$ cat src/rtl/stall_pkg.sv
package stall_pkg;
  localparam int unsigned LFSR_W   = 16;
  localparam int unsigned RATE_W   = 8;
  localparam int unsigned HOLD_CYC = 3;
  localparam logic [LFSR_W-1:0] FB_MASK = 16'hB400;
  localparam logic [LFSR_W-1:0] SEED    = 16'hACE1;
endpackage

$ cat src/rtl/stall_lfsr.sv
module stall_lfsr #(
  parameter int unsigned W      = stall_pkg::LFSR_W,
  parameter int unsigned OUT_W  = stall_pkg::RATE_W,
  parameter logic [W-1:0] MASK  = stall_pkg::FB_MASK,
  parameter logic [W-1:0] SEED  = stall_pkg::SEED
) (
  input  logic             clk_i,
  input  logic             rst_ni,
  output logic [OUT_W-1:0] sample_o
);
  logic [W-1:0] state_q;
  logic [W-1:0] state_d;

  always_comb begin
    state_d = state_q >> 1;
    if (state_q[0]) state_d = state_d ^ MASK;
  end

  always_ff @(posedge clk_i) begin
    if (!rst_ni) state_q <= SEED;
    else         state_q <= state_d;
  end

  assign sample_o = state_q[OUT_W-1:0];

  assert_state_nonzero_R5: assert property (@(posedge clk_i) disable iff (!rst_ni)
    state_q != '0);
endmodule

$ cat src/rtl/stall_arm_gate.sv
module stall_arm_gate #(
  parameter int unsigned HOLD = stall_pkg::HOLD_CYC
) (
  input  logic clk_i,
  input  logic rst_ni,
  input  logic lock_i,
  output logic armed_o
);
  localparam int unsigned CW = $clog2(HOLD + 1);
  localparam logic [CW-1:0] TOP = CW'(HOLD);

  logic [CW-1:0] rst_cnt_q;
  logic [CW-1:0] lock_cnt_q;

  always_ff @(posedge clk_i) begin
    if (!rst_ni) begin
      rst_cnt_q  <= '0;
      lock_cnt_q <= '0;
    end else begin
      if (rst_cnt_q != TOP) rst_cnt_q <= rst_cnt_q + 1'b1;
      if (!lock_i)               lock_cnt_q <= '0;
      else if (lock_cnt_q != TOP) lock_cnt_q <= lock_cnt_q + 1'b1;
    end
  end

  assign armed_o = (rst_cnt_q == TOP) && (lock_cnt_q == TOP);

  assert_lock_loss_closes_R4: assert property (@(posedge clk_i) disable iff (!rst_ni)
    !lock_i |=> !armed_o);
endmodule

$ cat src/rtl/stall_shaper.sv
module stall_shaper #(
  parameter int unsigned RW = stall_pkg::RATE_W
) (
  input  logic          clk_i,
  input  logic          rst_ni,
  input  logic          armed_i,
  input  logic [RW-1:0] sample_i,
  input  logic [RW-1:0] rate_i,
  output logic          stall_o
);
  logic hit;
  logic stall_q;

  assign hit = armed_i && (sample_i < rate_i) && !stall_q;

  always_ff @(posedge clk_i) begin
    if (!rst_ni) stall_q <= 1'b0;
    else         stall_q <= hit;
  end

  assign stall_o = stall_q;

  assert_single_cycle_R2: assert property (@(posedge clk_i) disable iff (!rst_ni)
    stall_o |=> !stall_o);
  assert_gate_closed_quiet_R6: assert property (@(posedge clk_i) disable iff (!rst_ni)
    !armed_i |=> !stall_o);
  assert_zero_rate_quiet_R7: assert property (@(posedge clk_i) disable iff (!rst_ni)
    (rate_i == '0) |=> !stall_o);
endmodule

$ cat src/rtl/stall_pulse_gen.sv
module stall_pulse_gen
  import stall_pkg::*;
#(
  parameter int unsigned RW   = RATE_W,
  parameter int unsigned HOLD = HOLD_CYC
) (
  input  logic          clk_i,
  input  logic          rst_ni,
  input  logic          lock_i,
  input  logic [RW-1:0] rate_i,
  output logic          stall_o
);
  logic [RW-1:0] sample;
  logic          armed;

  stall_lfsr #(
    .W(LFSR_W), .OUT_W(RW), .MASK(FB_MASK), .SEED(SEED)
  ) u_lfsr (
    .clk_i(clk_i), .rst_ni(rst_ni), .sample_o(sample)
  );

  stall_arm_gate #(.HOLD(HOLD)) u_gate (
    .clk_i(clk_i), .rst_ni(rst_ni), .lock_i(lock_i), .armed_o(armed)
  );

  stall_shaper #(.RW(RW)) u_shaper (
    .clk_i(clk_i), .rst_ni(rst_ni), .armed_i(armed),
    .sample_i(sample), .rate_i(rate_i), .stall_o(stall_o)
  );

  assert_quiet_after_release_R3: assert property (@(posedge clk_i) disable iff (!rst_ni)
    stall_o |-> $past(rst_ni));
endmodule

$ cat config.mk
export PLATFORM = sky130hd
export DESIGN_NAME = stall_pulse_gen
export DESIGN_NICKNAME = d
export VERILOG_FILES = /design/src/rtl/stall_pkg.sv /design/src/rtl/stall_lfsr.sv /design/src/rtl/stall_arm_gate.sv /design/src/rtl/stall_shaper.sv /design/src/rtl/stall_pulse_gen.sv
export SDC_FILE = /design/constraint.sdc
export NUM_CORES = 1
export LEC_CHECK = 0
export ABC_AREA = 1
export BUFFER_PORTS_ARGS = -buffer_cell sky130_fd_sc_hd__buf_2
export CORE_UTILIZATION = 50
export CTS_CLUSTER_SIZE = 8
export DETAILED_ROUTE_END_ITERATION = 10
export MAX_ROUTING_LAYER = met4
export PLACE_DENSITY = 0.71
export SYNTH_ARGS = -nofsm -noshare
export SYNTH_HDL_FRONTEND = slang
export SYNTH_SLANG_ARGS = --single-unit
$ cat constraint.sdc
create_clock -name clk_i -period 1.4 [get_ports clk_i]
set_input_delay 0.28 -clock clk_i [delete_from_list [all_inputs] [get_ports clk_i]]
set_output_delay 0.28 -clock clk_i [all_outputs]
set_load 0.02 [all_outputs]
### Word level (Yosys, flattened, before mapping)

Index checks and enable logic that the tools add are counted.

* muxes and demuxes: 1
* magnitude comparators: 1
* reductions and logical operators: 5
* equal/unequal tests: 4
* bitwise gates (word level): 1
* add/sub/neg operators: 2

Operators with widths (count)
* $mux 16: 1
* $lt 8x8->1: 1
* $add 2x1->2 const B: 2
* $eq 2x2->1 const B: 2
* $ne 2x2->1 const B: 2
* $not 3->4: 1
* $logic_and 1x1->1: 3
* $reduce_and 2->1: 1
* $logic_not 1->1: 1

* bits in registers: 21
* bits of input ports: 11

### Logic depth before layout (Yosys ltp)

Gate-level depths: netlist of run 1.

* depth after elaboration: 4
* depth in mapped cells: 9
* gate-level depth less buffers: 9

### Cells and area by module

Synthesis of run 1 repeated with hierarchy kept, for this count alone.

* cell total of the unflattened synthesis: 128
* area, all modules: 989.7 um2

Modules (own cells, without submodules)
* stall_lfsr: instances 1, cells each 64, seq. area each 320.3 um2, area an instance 571.8 um2
* stall_shaper: instances 1, cells each 36, seq. area each 20.0 um2, area an instance 226.5 um2
* stall_arm_gate: instances 1, cells each 28, seq. area each 80.1 um2, area an instance 191.4 um2

### Least setup slack after synthesis of run 1

No wires, ideal clock.

* path type: in2reg
* start: in rate_i[3]
* end: reg u_shaper.stall_q (netlist: u_shaper.stall_o)
* path buffers: 0
* setup time: 66 ps
* arrival time: 970 ps
* stages: 7
* path slack: 364 ps
* path through: inv_1 -> ha_1 -> a21oi_1 -> nand2_1 -> nand2_1 -> nand2_1 -> a21oi_2

* word-level cells in the longest chain between the ends: 3

Ends and longest elaborated chain
* start: declaration: line stall_pulse_gen.sv:10 `input logic [RW-1:0] rate_i,`
* $lt 8x8->1: line stall_shaper.sv:14 `assign hit = armed_i && (sample_i < rate_i) && !stall_q;`
* $logic_and 1x1->1 (2 in a row): line stall_shaper.sv:14
* end signal: assignment: line stall_shaper.sv:18 `else stall_q <= hit;`
* end: declaration: line stall_shaper.sv:12 `logic stall_q;`

Every way passes these cells.
A chain may end at the register's enable or synchronous reset.

### Worst setup path in the final report of run 1

* start: reg u_lfsr.state_q[3]
* end: reg u_shaper.stall_q (netlist: u_shaper.stall_o)

* word-level cells in the longest chain between the ends: 3

Ends and longest elaborated chain
* start: declaration: line stall_lfsr.sv:11 `logic [W-1:0] state_q;`
* start signal: assignment: line stall_lfsr.sv:21 `else state_q <= state_d;`
* $lt 8x8->1: line stall_shaper.sv:14
* $logic_and 1x1->1 (2 in a row): line stall_shaper.sv:14

Every way passes these cells.

==> results of run 1 <==
final cells by class:
type                    instances  share of cell area [%]
repair buffers                 12                    6.62
flip-flops and latches         21                    44.5
inverters                      22                    8.74
clock inverters                 1                   0.530
well taps                      16                    2.12
multi-input cells              55                    35.1
clock buffers                   3                    2.38
synth_stat cells, drive strengths merged:
master	n	area, sq um
nor2	4	15.0
nand4	1	6.26
inv	22	82.6
nor3	1	5.00
buf	1	5.00
dfxtp	21	420
xnor2	1	8.76
or2	5	31.3
xor2	1	8.76
a21oi	7	38.8
o21ai	4	20.0
nand2	22	85.1
ha	9	113
kinds of logic after synthesis:
logic type	after synthesis	share of synthesized area (%)
adder cells (fa/ha/maj)	9	13.4
XOR/XNOR	2	2.09
flip-flops	21	50.1
AO/OA/AOI/OAI	11	7.00
AND/OR/NAND/NOR	33	17.0
buffers and inverters	23	10.4
metrics by stage:
stage	instances	hold WS (ns)	power [mW]	setup slack [ns]
6_report	130	0.225	1.06	0.309
4_1_cts	130	0.211	1.08	0.296
5_1_grt	130	0.237	1.12	0.194
3_3_place_gp	126	0.394	0.792	0.245
3_5_place_dp	126	0.399	0.801	0.213
2_1_floorplan	99	0.390	0.761	0.364
metal layers:
layer	GRT usage [%]	share of wire (%)	up-vias
li1	-	-	332
met1	20.5	52	239
met2	23.0	44	8
met3	3.83	2.5	2
met4	9.09	1.3	0
met5	-	0	-
worst min path at each step:
stage	endpoint	startpoint	slack, ns
2_1_floorplan	u_lfsr.state_q[14]	u_lfsr.state_q[15]	0.39
3_3_place_gp	u_lfsr.state_q[9]	u_lfsr.state_q[10]	0.39
3_5_place_dp	u_lfsr.state_q[14]	u_lfsr.state_q[15]	0.40
4_1_cts	u_gate.lock_cnt_q[1]	lock_i	0.21
5_1_grt	u_gate.lock_cnt_q[0]	lock_i	0.24
6_report	u_gate.lock_cnt_q[1]	lock_i	0.22
power by group through the flow:
stage | registers, mW | logic, mW | clock network, mW
after global placement | 0.675 | 0.117 | 0
after detailed placement | 0.676 | 0.125 | 0
after floorplan | 0.671 | 0.0898 | 0
final | 0.662 | 0.123 | 0.275
after CTS | 0.663 | 0.126 | 0.290
after global routing | 0.667 | 0.149 | 0.309
state kept, by name, summed over array words and instances, names as in the netlist:
name	flops
u_shaper.stall_o	1
u_gate.rst_cnt_q	2
u_gate.lock_cnt_q	2
u_lfsr.state_q	16
worst max-delay path, cell delays in order (launching register included):
cell	delay, ns
sky130_fd_sc_hd__dfxtp_1	0.33
sky130_fd_sc_hd__ha_1	0.29
sky130_fd_sc_hd__a21oi_1	0.15
sky130_fd_sc_hd__nand2_1	0.06
sky130_fd_sc_hd__nand2_1	0.05
sky130_fd_sc_hd__nand2_1	0.06
sky130_fd_sc_hd__a21oi_2	0.10
==> out/results.md, run 1 <==
• finished, final reports clean — run status
• 11.6% — Comb pwr share
• 1540 sq um — core region area
• 1 — count of H-tree levels built during CTS
• 332 sq um — area used by multi-input combinational logic
• 14 — number of placement rows
• 3 — count of cells along the worst hold path
• 0 — global-route congestion overflow total
• 1150 microns — Final Routed Wirelength
• 539 — number of global-route vias before repair
• 0 — post-CTS setup buffer count
• 78.0% — final worst path period share
• u_shaper.stall_o — worst flop-to-flop path endpoint
• reg2reg — WS Path Type
• 12 — ports placed on the boundary
• 0.00360 ns — clock skew
• 4.47 — vias per cell
• 12.5% — synthesis-to-finish area growth
• 6 — reg2reg path depth
• 43.0 microns — Chip Height
• 0 — hold violation count in the final report
• 26.0% — Clock power frac
• 4 — number of iterations in the first detailed-routing pass
• 16.0% — GRT Total Usage
• 2090 microns — wire length of the first global-routing pass
• 16 — number of distinct library cells after synthesis
• 0 — final count of negative-setup-slack endpoints
• 1120 nW/um^2 — Power Dens Cells
• 840 sq um — cell area after synthesis
• no — setup repair after global routing missed its margin
• 0.806 mW — cell internal power dissipation
• 0 — Resized Gates After CTS
• 21 — Synth Register Bits
• 8.86 microns — average wire per standard cell
• 119 — net count after synthesis
• 0 — Final Max Slew Viols
• 0.244 ns — Least-Margin Pin Slew
• 0.11 ns — Clk pin slew, worst setup/hold paths
• done — CTS tree
• 917 sq um — placed inst area
• 3 — total clock buffers created by CTS
• sky130_fd_sc_hd__clkbuf_4 — Clk Tree Root Cell
• 83.7% — headroom to the max-slew limit
• in2reg — min-delay worst type
• 135 — fin nets
• 0 — number of antenna violations at the first check in global routing
• 0.253 mW — sw power
• u_lfsr.state_q[3] — launching point of the worst reg2reg path
• 916 MHz — highest clock frequency the design can meet
• 61.3% — final core occ
• 945 sq um — final cell area excluding filler cells
• 1.64 ns — data required time of the critical path
• 21.1% — layout cells sized above 1
• sky130_fd_sc_hd__inv_1, sky130_fd_sc_hd__nand2_1, sky130_fd_sc_hd__dfxtp_1 — most used cells in the layout excluding fill and tap cells
• 21 — number of sinks driven by the clock tree
• 8.48 sq um — average size of a mapped cell
• 23.9% — switching power as a share of total power
• 1850 sq um — Die Area
• 0 — CTS Hold Buffers Added
• 50.1% — portion of the post-synthesis area used by sequential elements
• 0.29 ns — insertion delay of the later-clocked pin in the worst-skew pair
• flip-flop — launching element type of the critical path
• 13 — maximum number of pins on one net before global-route repair
• 62.5% — share of total power in sequential cells
• 0 — post-route DRC violation count
• 581 — vias post-DR
• 11 — count of port buffers added during placement
• 0 ns — setup total negative slack
• 99 — number of instances in the synthesized netlist
• flip-flop — Critical Path Sink Type
• 0.810 — placer's final routability congestion estimate
• 7 — iteration-0 DRC count of the detailed router
• 43.0 microns — chip width
• 0 — post-detailed-route count of antenna-violating nets
• 0 — yosys synthesis warning count
• 2 — highest fanout seen on the critical path
• u_shaper.stall_o — crit path capture
• 0.547 nW — leakage power figure
• 0.31 ns — slack of the worst reg-to-reg path
• 747 uV — maximum vdd ir drop
• 420 sq um — flip-flop and latch area
• 143 — Filler Cell Count
• 2 — maximum root-to-sink buffer count
• 1.09 ns — minimum clock period after layout
• 0 — number of violations of the max-capacitance limit
• 864 microns — sum of net half-perimeters after detailed placement
• 1.33 ns — CP arrival
• 0 — ANT cells
• u_lfsr.state_q[3] — start point of the critical path
• 54.5% — starting density of the core
No activity file was read; power rests on OpenSTA's default activity.
==> run 2, diff against run 1 <==
- CORE_UTILIZATION: 50 -> 48
- clock period: 1.4 -> 1 ns (I/O delays scaled with it)
==> out/results.md, run 2 (synthesis results as in run 1) <==
• finished, violations left — run status, was finished, final reports clean
• design-rule violations, negative setup slack — violated checks
• 1.32 ns — CP arrival, was 1.33 ns
• 43.8 microns — chip width, was 43.0 microns
• 130 — filler-free cell count of the finished design, unchanged
• 624 — vias post-DR, was 581
• flip-flop — launching element type of the critical path, unchanged
• 43.8 microns — Chip Height, was 43.0 microns
• 13 — iteration-0 DRC count of the detailed router, was 7
• 14 — number of placement rows, unchanged
• yes — setup repair after global routing missed its margin, was no
• 4.80 — vias per cell, was 4.47
• 12 — ports placed on the boundary, unchanged
• 11 — count of port buffers added during placement, unchanged
• 11.3 microns — average wire per standard cell, was 8.86 microns
• 615 — number of global-route vias before repair, was 539
• 0 — post-detailed-route count of antenna-violating nets, unchanged
• 18.7% — GRT Total Usage, was 16.0%
• 107% — final worst path period share, was 78.0%
• 145 — Filler Cell Count, was 143
• 18.8% — synthesis-to-finish area growth, was 12.5%
• 12 — maximum number of pins on one net before global-route repair, was 13
• u_lfsr.state_q — Reg with most FFs, unchanged
• 0 — number of antenna violations at the first check in global routing, unchanged
• 1470 microns — Final Routed Wirelength, was 1150 microns
• 1.07 ns — minimum clock period after layout, was 1.09 ns
• 1 — count of H-tree levels built during CTS, unchanged
• sky130_fd_sc_hd__inv_1, sky130_fd_sc_hd__nand2_1, sky130_fd_sc_hd__dfxtp_1 — most used cells in the layout excluding fill and tap cells, unchanged
• sky130_fd_sc_hd__clkbuf_4 — Clk Tree Root Cell, unchanged
• 53.3% — starting density of the core, was 54.5%
• 7 — number of iterations in the first detailed-routing pass, was 4
• 2 — highest fanout seen on the critical path, unchanged
• 3 — total clock buffers created by CTS, unchanged
• 0.11 ns — Clk pin slew, worst setup/hold paths, about the same
• 1920 sq um — Die Area, was 1850 sq um
• 126 — number of instances in the placed design, unchanged
• 933 MHz — highest clock frequency the design can meet, was 916 MHz
• u_lfsr.state_q x16, u_gate.lock_cnt_q x2, u_gate.rst_cnt_q x2 — registers with the most flip-flops, unchanged
• 917 sq um — placed inst area, unchanged
• 1 — final count of negative-setup-slack endpoints, was 0
• 28.1% — layout cells sized above 1, was 21.1%
• 0 — post-CTS setup buffer count, unchanged
• 0.759 — placer's final routability congestion estimate, was 0.810
• in2reg — min-delay worst type, unchanged
• 0 — CTS Hold Buffers Added, unchanged
• 0.00596 ns — clock skew, was 0.00360 ns
• -0.0715 ns — Final Worst Setup Slack, was 0.309 ns
• 0 — hold violation count in the final report, unchanged
• 1180 uV — maximum vdd ir drop, was 747 uV
• 0 — number of violations of the max-capacitance limit, unchanged
• 0.254 ns — Least-Margin Pin Slew, was 0.244 ns
• flip-flop — Critical Path Sink Type, unchanged
• -0.0715 ns — setup total negative slack, was 0 ns
• done — CTS tree, unchanged
• 1.25 ns — data required time of the critical path, was 1.64 ns
• 2 — maximum root-to-sink buffer count, unchanged
• 135 — fin nets, unchanged
• 997 sq um — final cell area excluding filler cells, was 945 sq um
• 1580 sq um — core region area, was 1540 sq um
• 0 — global-route congestion overflow total, unchanged
• 0.30 ns — insertion delay of the later-clocked pin in the worst-skew pair, was 0.29 ns
• 2480 microns — wire length of the first global-routing pass, was 2090 microns
• 0 — Final Max Slew Viols, unchanged
• 0 — ANT cells, unchanged
• 937 microns — sum of net half-perimeters after detailed placement, was 864 microns
• 21 — number of sinks driven by the clock tree, unchanged
• 1530 nW/um^2 — Power Dens Cells, was 1120 nW/um^2
• reg2reg — WS Path Type, unchanged
• 83.1% — headroom to the max-slew limit, was 83.7%
• 1 — post-route DRC violation count, was 0
• 0.542 nW — leakage power figure, was 0.547 nW
• 16 — number of flip-flops in the largest register, unchanged
-- run 2: cell count changes in the layout (fill, tap and decap cells not counted), moves of 3 or more --
cell                      delta
sky130_fd_sc_hd__ha_1        -4
sky130_fd_sc_hd__dfxtp_2     +3
sky130_fd_sc_hd__ha_4        +3
sky130_fd_sc_hd__dfxtp_1     -4
-- run 2: layout make-up --
class	instances	area (sq um)	area share, %
Tap cell	16	20.0	2.01
Clock buffer	4	26.3	2.63
Sequential cell	21	428	42.9
Inverter	22	82.6	8.28
Timing Repair Buffer	12	65.1	6.52
Multi-Input combinational cell	55	375	37.6
-- run 2: worst max-delay path, stage by stage (launching register included) --
cell                      delay, ns
sky130_fd_sc_hd__dfxtp_4       0.37
sky130_fd_sc_hd__ha_4          0.24
sky130_fd_sc_hd__a21oi_2       0.12
sky130_fd_sc_hd__nand2_1       0.07
sky130_fd_sc_hd__nand2_1       0.05
sky130_fd_sc_hd__nand2_1       0.05
sky130_fd_sc_hd__a21oi_2       0.11
-- run 2: power breakdown --
group	leakage, nW	switching [mW]	internal (mW)
clock network	0.0150	0.243	0.156
logic	0.350	0.103	0.0958
registers	0.176	0.0327	0.899
total	0.542	0.380	1.15
-- run 2: final timing paths --
kind	start	endpoint	slack (ns)	cells past startpoint
setup reg to reg	u_lfsr.state_q[3]	u_shaper.stall_o	-0.07	6
hold / removal	lock_i	u_gate.lock_cnt_q[1]	0.13	3
setup / recovery	u_lfsr.state_q[3]	u_shaper.stall_o	-0.07	6
hold reg to reg	u_lfsr.state_q[8]	u_lfsr.state_q[7]	0.42	1
-- run 2: metrics by stage --
step / hold WS (ns) / utilization (%) / setup WS, ns / total power, mW
2_1_floorplan: 0.338 / - / -0.00125 / 1.07
3_3_place_gp: 0.397 / 58.2 / -0.0579 / 1.11
3_5_place_dp: 0.403 / 58.2 / -0.0717 / 1.12
4_1_cts: 0.123 / 62.6 / -0.0413 / 1.54
5_1_grt: 0.126 / 63.3 / -0.112 / 1.63
6_report: 0.133 / 63.3 / -0.0715 / 1.53
-- run 2: timing repair --
action                                  4_1_cts  5_1_grt
endpoints found under the setup margin        2        3
gates resized for setup                       7        5
pin swaps                                     2        0
-- run 2: metal layers --
layer | routed length, microns | global-route usage (%)
met1 | 653 | 19.9
met2 | 724 | 30.7
met3 | 61 | 6.25
met4 | 28 | 9.38
met5 | 0 | -
==> run 3, diff against run 2 <==
- CTS_BUF_LIST: unset -> sky130_fd_sc_hd__clkbuf_4 sky130_fd_sc_hd__clkbuf_8 sky130_fd_sc_hd__clkbuf_16
==> out/results.md, run 3 (synthesis results as in run 1) <==
• 19.2% — synthesis-to-finish area growth, was 18.8%
• 0.759 — placer's final routability congestion estimate, unchanged
• 0.37 ns — delay of the slowest cell on the worst path, about the same
• 1920 sq um — Die Area, unchanged
• 63.5% — final core occ, was 63.3%
• 1580 sq um — core region area, unchanged
• yes — setup repair after global routing missed its margin, unchanged
• -0.0717 ns — pre-CTS setup slack, unchanged
• sky130_fd_sc_hd__clkbuf_4 — Clk Tree Root Cell, unchanged
• 1470 microns — Final Routed Wirelength, about the same
• sky130_fd_sc_hd__inv_1, sky130_fd_sc_hd__nand2_1, sky130_fd_sc_hd__dfxtp_1 — most used cells in the layout excluding fill and tap cells, unchanged
• 11.3 microns — average wire per standard cell, about the same
• flip-flop — Critical Path Sink Type, unchanged
• 0.30 ns — insertion delay of the later-clocked pin in the worst-skew pair, about the same
• 53.3% — starting density of the core, unchanged
• 1.21 ns — data required time of the critical path, was 1.25 ns
• 16 — number of flip-flops in the largest register, unchanged
• 0 — number of violations of the max-capacitance limit, unchanged
• 2480 microns — wire length of the first global-routing pass, unchanged
• 135 — fin nets, unchanged
• 1210 uV — maximum vdd ir drop, was 1180 uV
• 621 — vias post-DR, was 624
• 0.545 nW — leakage power figure, was 0.542 nW
• 0 — global-route congestion overflow total, unchanged
• 1 — count of H-tree levels built during CTS, unchanged
• 615 — number of global-route vias before repair, unchanged
• u_lfsr.state_q — Reg with most FFs, unchanged
• 83.1% — headroom to the max-slew limit, about the same
• 0 — hold violation count in the final report, unchanged
• in2reg — min-delay worst type, unchanged
• 1 — combined buffer and inverter count along the critical path, was 0
• 2 — highest fanout seen on the critical path, unchanged
• 14 — number of placement rows, unchanged
• 43.8 microns — chip width, unchanged
• 3 — count of cells along the worst hold path, unchanged
• 1 — post-route DRC violation count, unchanged
• 12 — ports placed on the boundary, unchanged
• 0.00763 ns — clock skew, was 0.00596 ns
• 8 — reg2reg path depth, was 6
• 107% — final worst path period share, about the same
• design-rule violations, negative setup slack — violated checks, unchanged
• -0.0687 ns — Final Worst Setup Slack, was -0.0715 ns
• 4.78 — vias per cell, was 4.80
• 0.11 ns — Clk pin slew, worst setup/hold paths, about the same
• flip-flop — launching element type of the critical path, unchanged
• 1.28 ns — CP arrival, was 1.32 ns
• 1560 nW/um^2 — Power Dens Cells, was 1530 nW/um^2
• done — CTS tree, unchanged
• 0.253 ns — Least-Margin Pin Slew, was 0.254 ns
• 936 MHz — highest clock frequency the design can meet, was 933 MHz
• 1 — final count of negative-setup-slack endpoints, unchanged
• 21 — number of sinks driven by the clock tree, unchanged
• sky130_fd_sc_hd__dfxtp_4 — library cell contributing the largest single delay on the critical path, unchanged
• 0 — Final Max Slew Viols, unchanged
• u_lfsr.state_q x16, u_gate.lock_cnt_q x2, u_gate.rst_cnt_q x2 — registers with the most flip-flops, unchanged
• reg2reg — WS Path Type, unchanged
• 1.07 ns — minimum clock period after layout, about the same
• 12 — maximum number of pins on one net before global-route repair, unchanged
• sky130_fd_sc_hd__nand2_1 — most numerous cell on the critical path, unchanged
• 13 — iteration-0 DRC count of the detailed router, unchanged
• 0 — ANT cells, unchanged
• 28.9% — layout cells sized above 1, was 28.1%
• 144 — Filler Cell Count, was 145
• flip-flops — kind of cell with the highest combined delay on the critical path, unchanged
• 937 microns — sum of net half-perimeters after detailed placement, unchanged
• 7 — number of iterations in the first detailed-routing pass, unchanged
• 11 — count of port buffers added during placement, unchanged
• finished, violations left — run status, unchanged
• ha_4 > nand2_1 > inv_1 > nand2_1 > nand2_1 > nand2_1 > nand2_1 > a21oi_2 — critical path cell sequence, was ha_4 > a21oi_2 > nand2_1 > nand2_1 > nand2_1 > a21oi_2
• 18.7% — GRT Total Usage, unchanged
• 2 — maximum root-to-sink buffer count, unchanged
• 0 — number of antenna violations at the first check in global routing, unchanged
• 43.8 microns — Chip Height, unchanged
• 0 — post-CTS setup buffer count, unchanged
• 8 — number of logic stages on the critical path including buffering, was 6
• 3 — total clock buffers created by CTS, unchanged
• 0 — post-detailed-route count of antenna-violating nets, unchanged
==> run 3: what timing repair did <==
action                                  in CTS  in global routing
pin swaps                                    2                  0
hold buffers                                 0                  0
endpoints found under the hold margin        0                  0
endpoints found under the setup margin       2                  3
gates resized for setup                      7                  5
==> run 3: final timing paths <==
kind | start | endpoint | slack (ns)
worst max-delay path | u_lfsr.state_q[3] | u_shaper.stall_o | -0.07
worst min-delay path | lock_i | u_gate.lock_cnt_q[1] | 0.13
worst max register to register | u_lfsr.state_q[3] | u_shaper.stall_o | -0.07
worst min register to register | u_lfsr.state_q[15] | u_lfsr.state_q[14] | 0.42
==> run 3: power breakdown <==
part	total (mW)	switching, mW	internal, mW
Sequential	0.932	0.0326	0.899
Combinational	0.199	0.104	0.0958
Clock	0.428	0.246	0.183
Total	1.56	0.382	1.18
==> run 3: metrics by stage <==
step	area, sq um	setup TNS, ns	total power, mW	hold WS [ns]	instances
after detailed placement	917	-0.0717	1.12	0.403	126
after floorplan	840	-0.00125	1.07	0.338	99
after global routing	1000	-0.148	1.66	0.126	130
after CTS	991	-0.0505	1.57	0.123	130
after global placement	917	-0.0579	1.11	0.397	126
final	1000	-0.0687	1.56	0.131	130
==> run 3: routing by layer <==
layer  up-vias  part of all wire, %  wire, microns  global-route usage, %
met3         5                  4.1             61                   6.25
li1        330                    -              -                      -
met1       274                   45            664                   19.9
met2        12                   49            716                   30.7
met5         -                    0              0                      -
met4         0                  1.9             28                   9.38
==> run 3: layout make-up <==
type	instances	area [sq um]	share of cell area (%)
inverter	22	82.6	8.25
multi-input combinational	55	375	37.5
timing repair buffer	12	65.1	6.50
clock buffer	4	30.0	3.00
tap	16	20.0	2.00
sequential	21	428	42.7
==> run 3: tightest hold or removal path: cells and delay by family <==
| family | cells | cell delay (ns) |
|---|---|---|
| AOI/OAI and AO/OA | 1 | 0.04 |
| and+or+nand+nor | 1 | 0.07 |
| buffers and inverters | 1 | 0.09 |
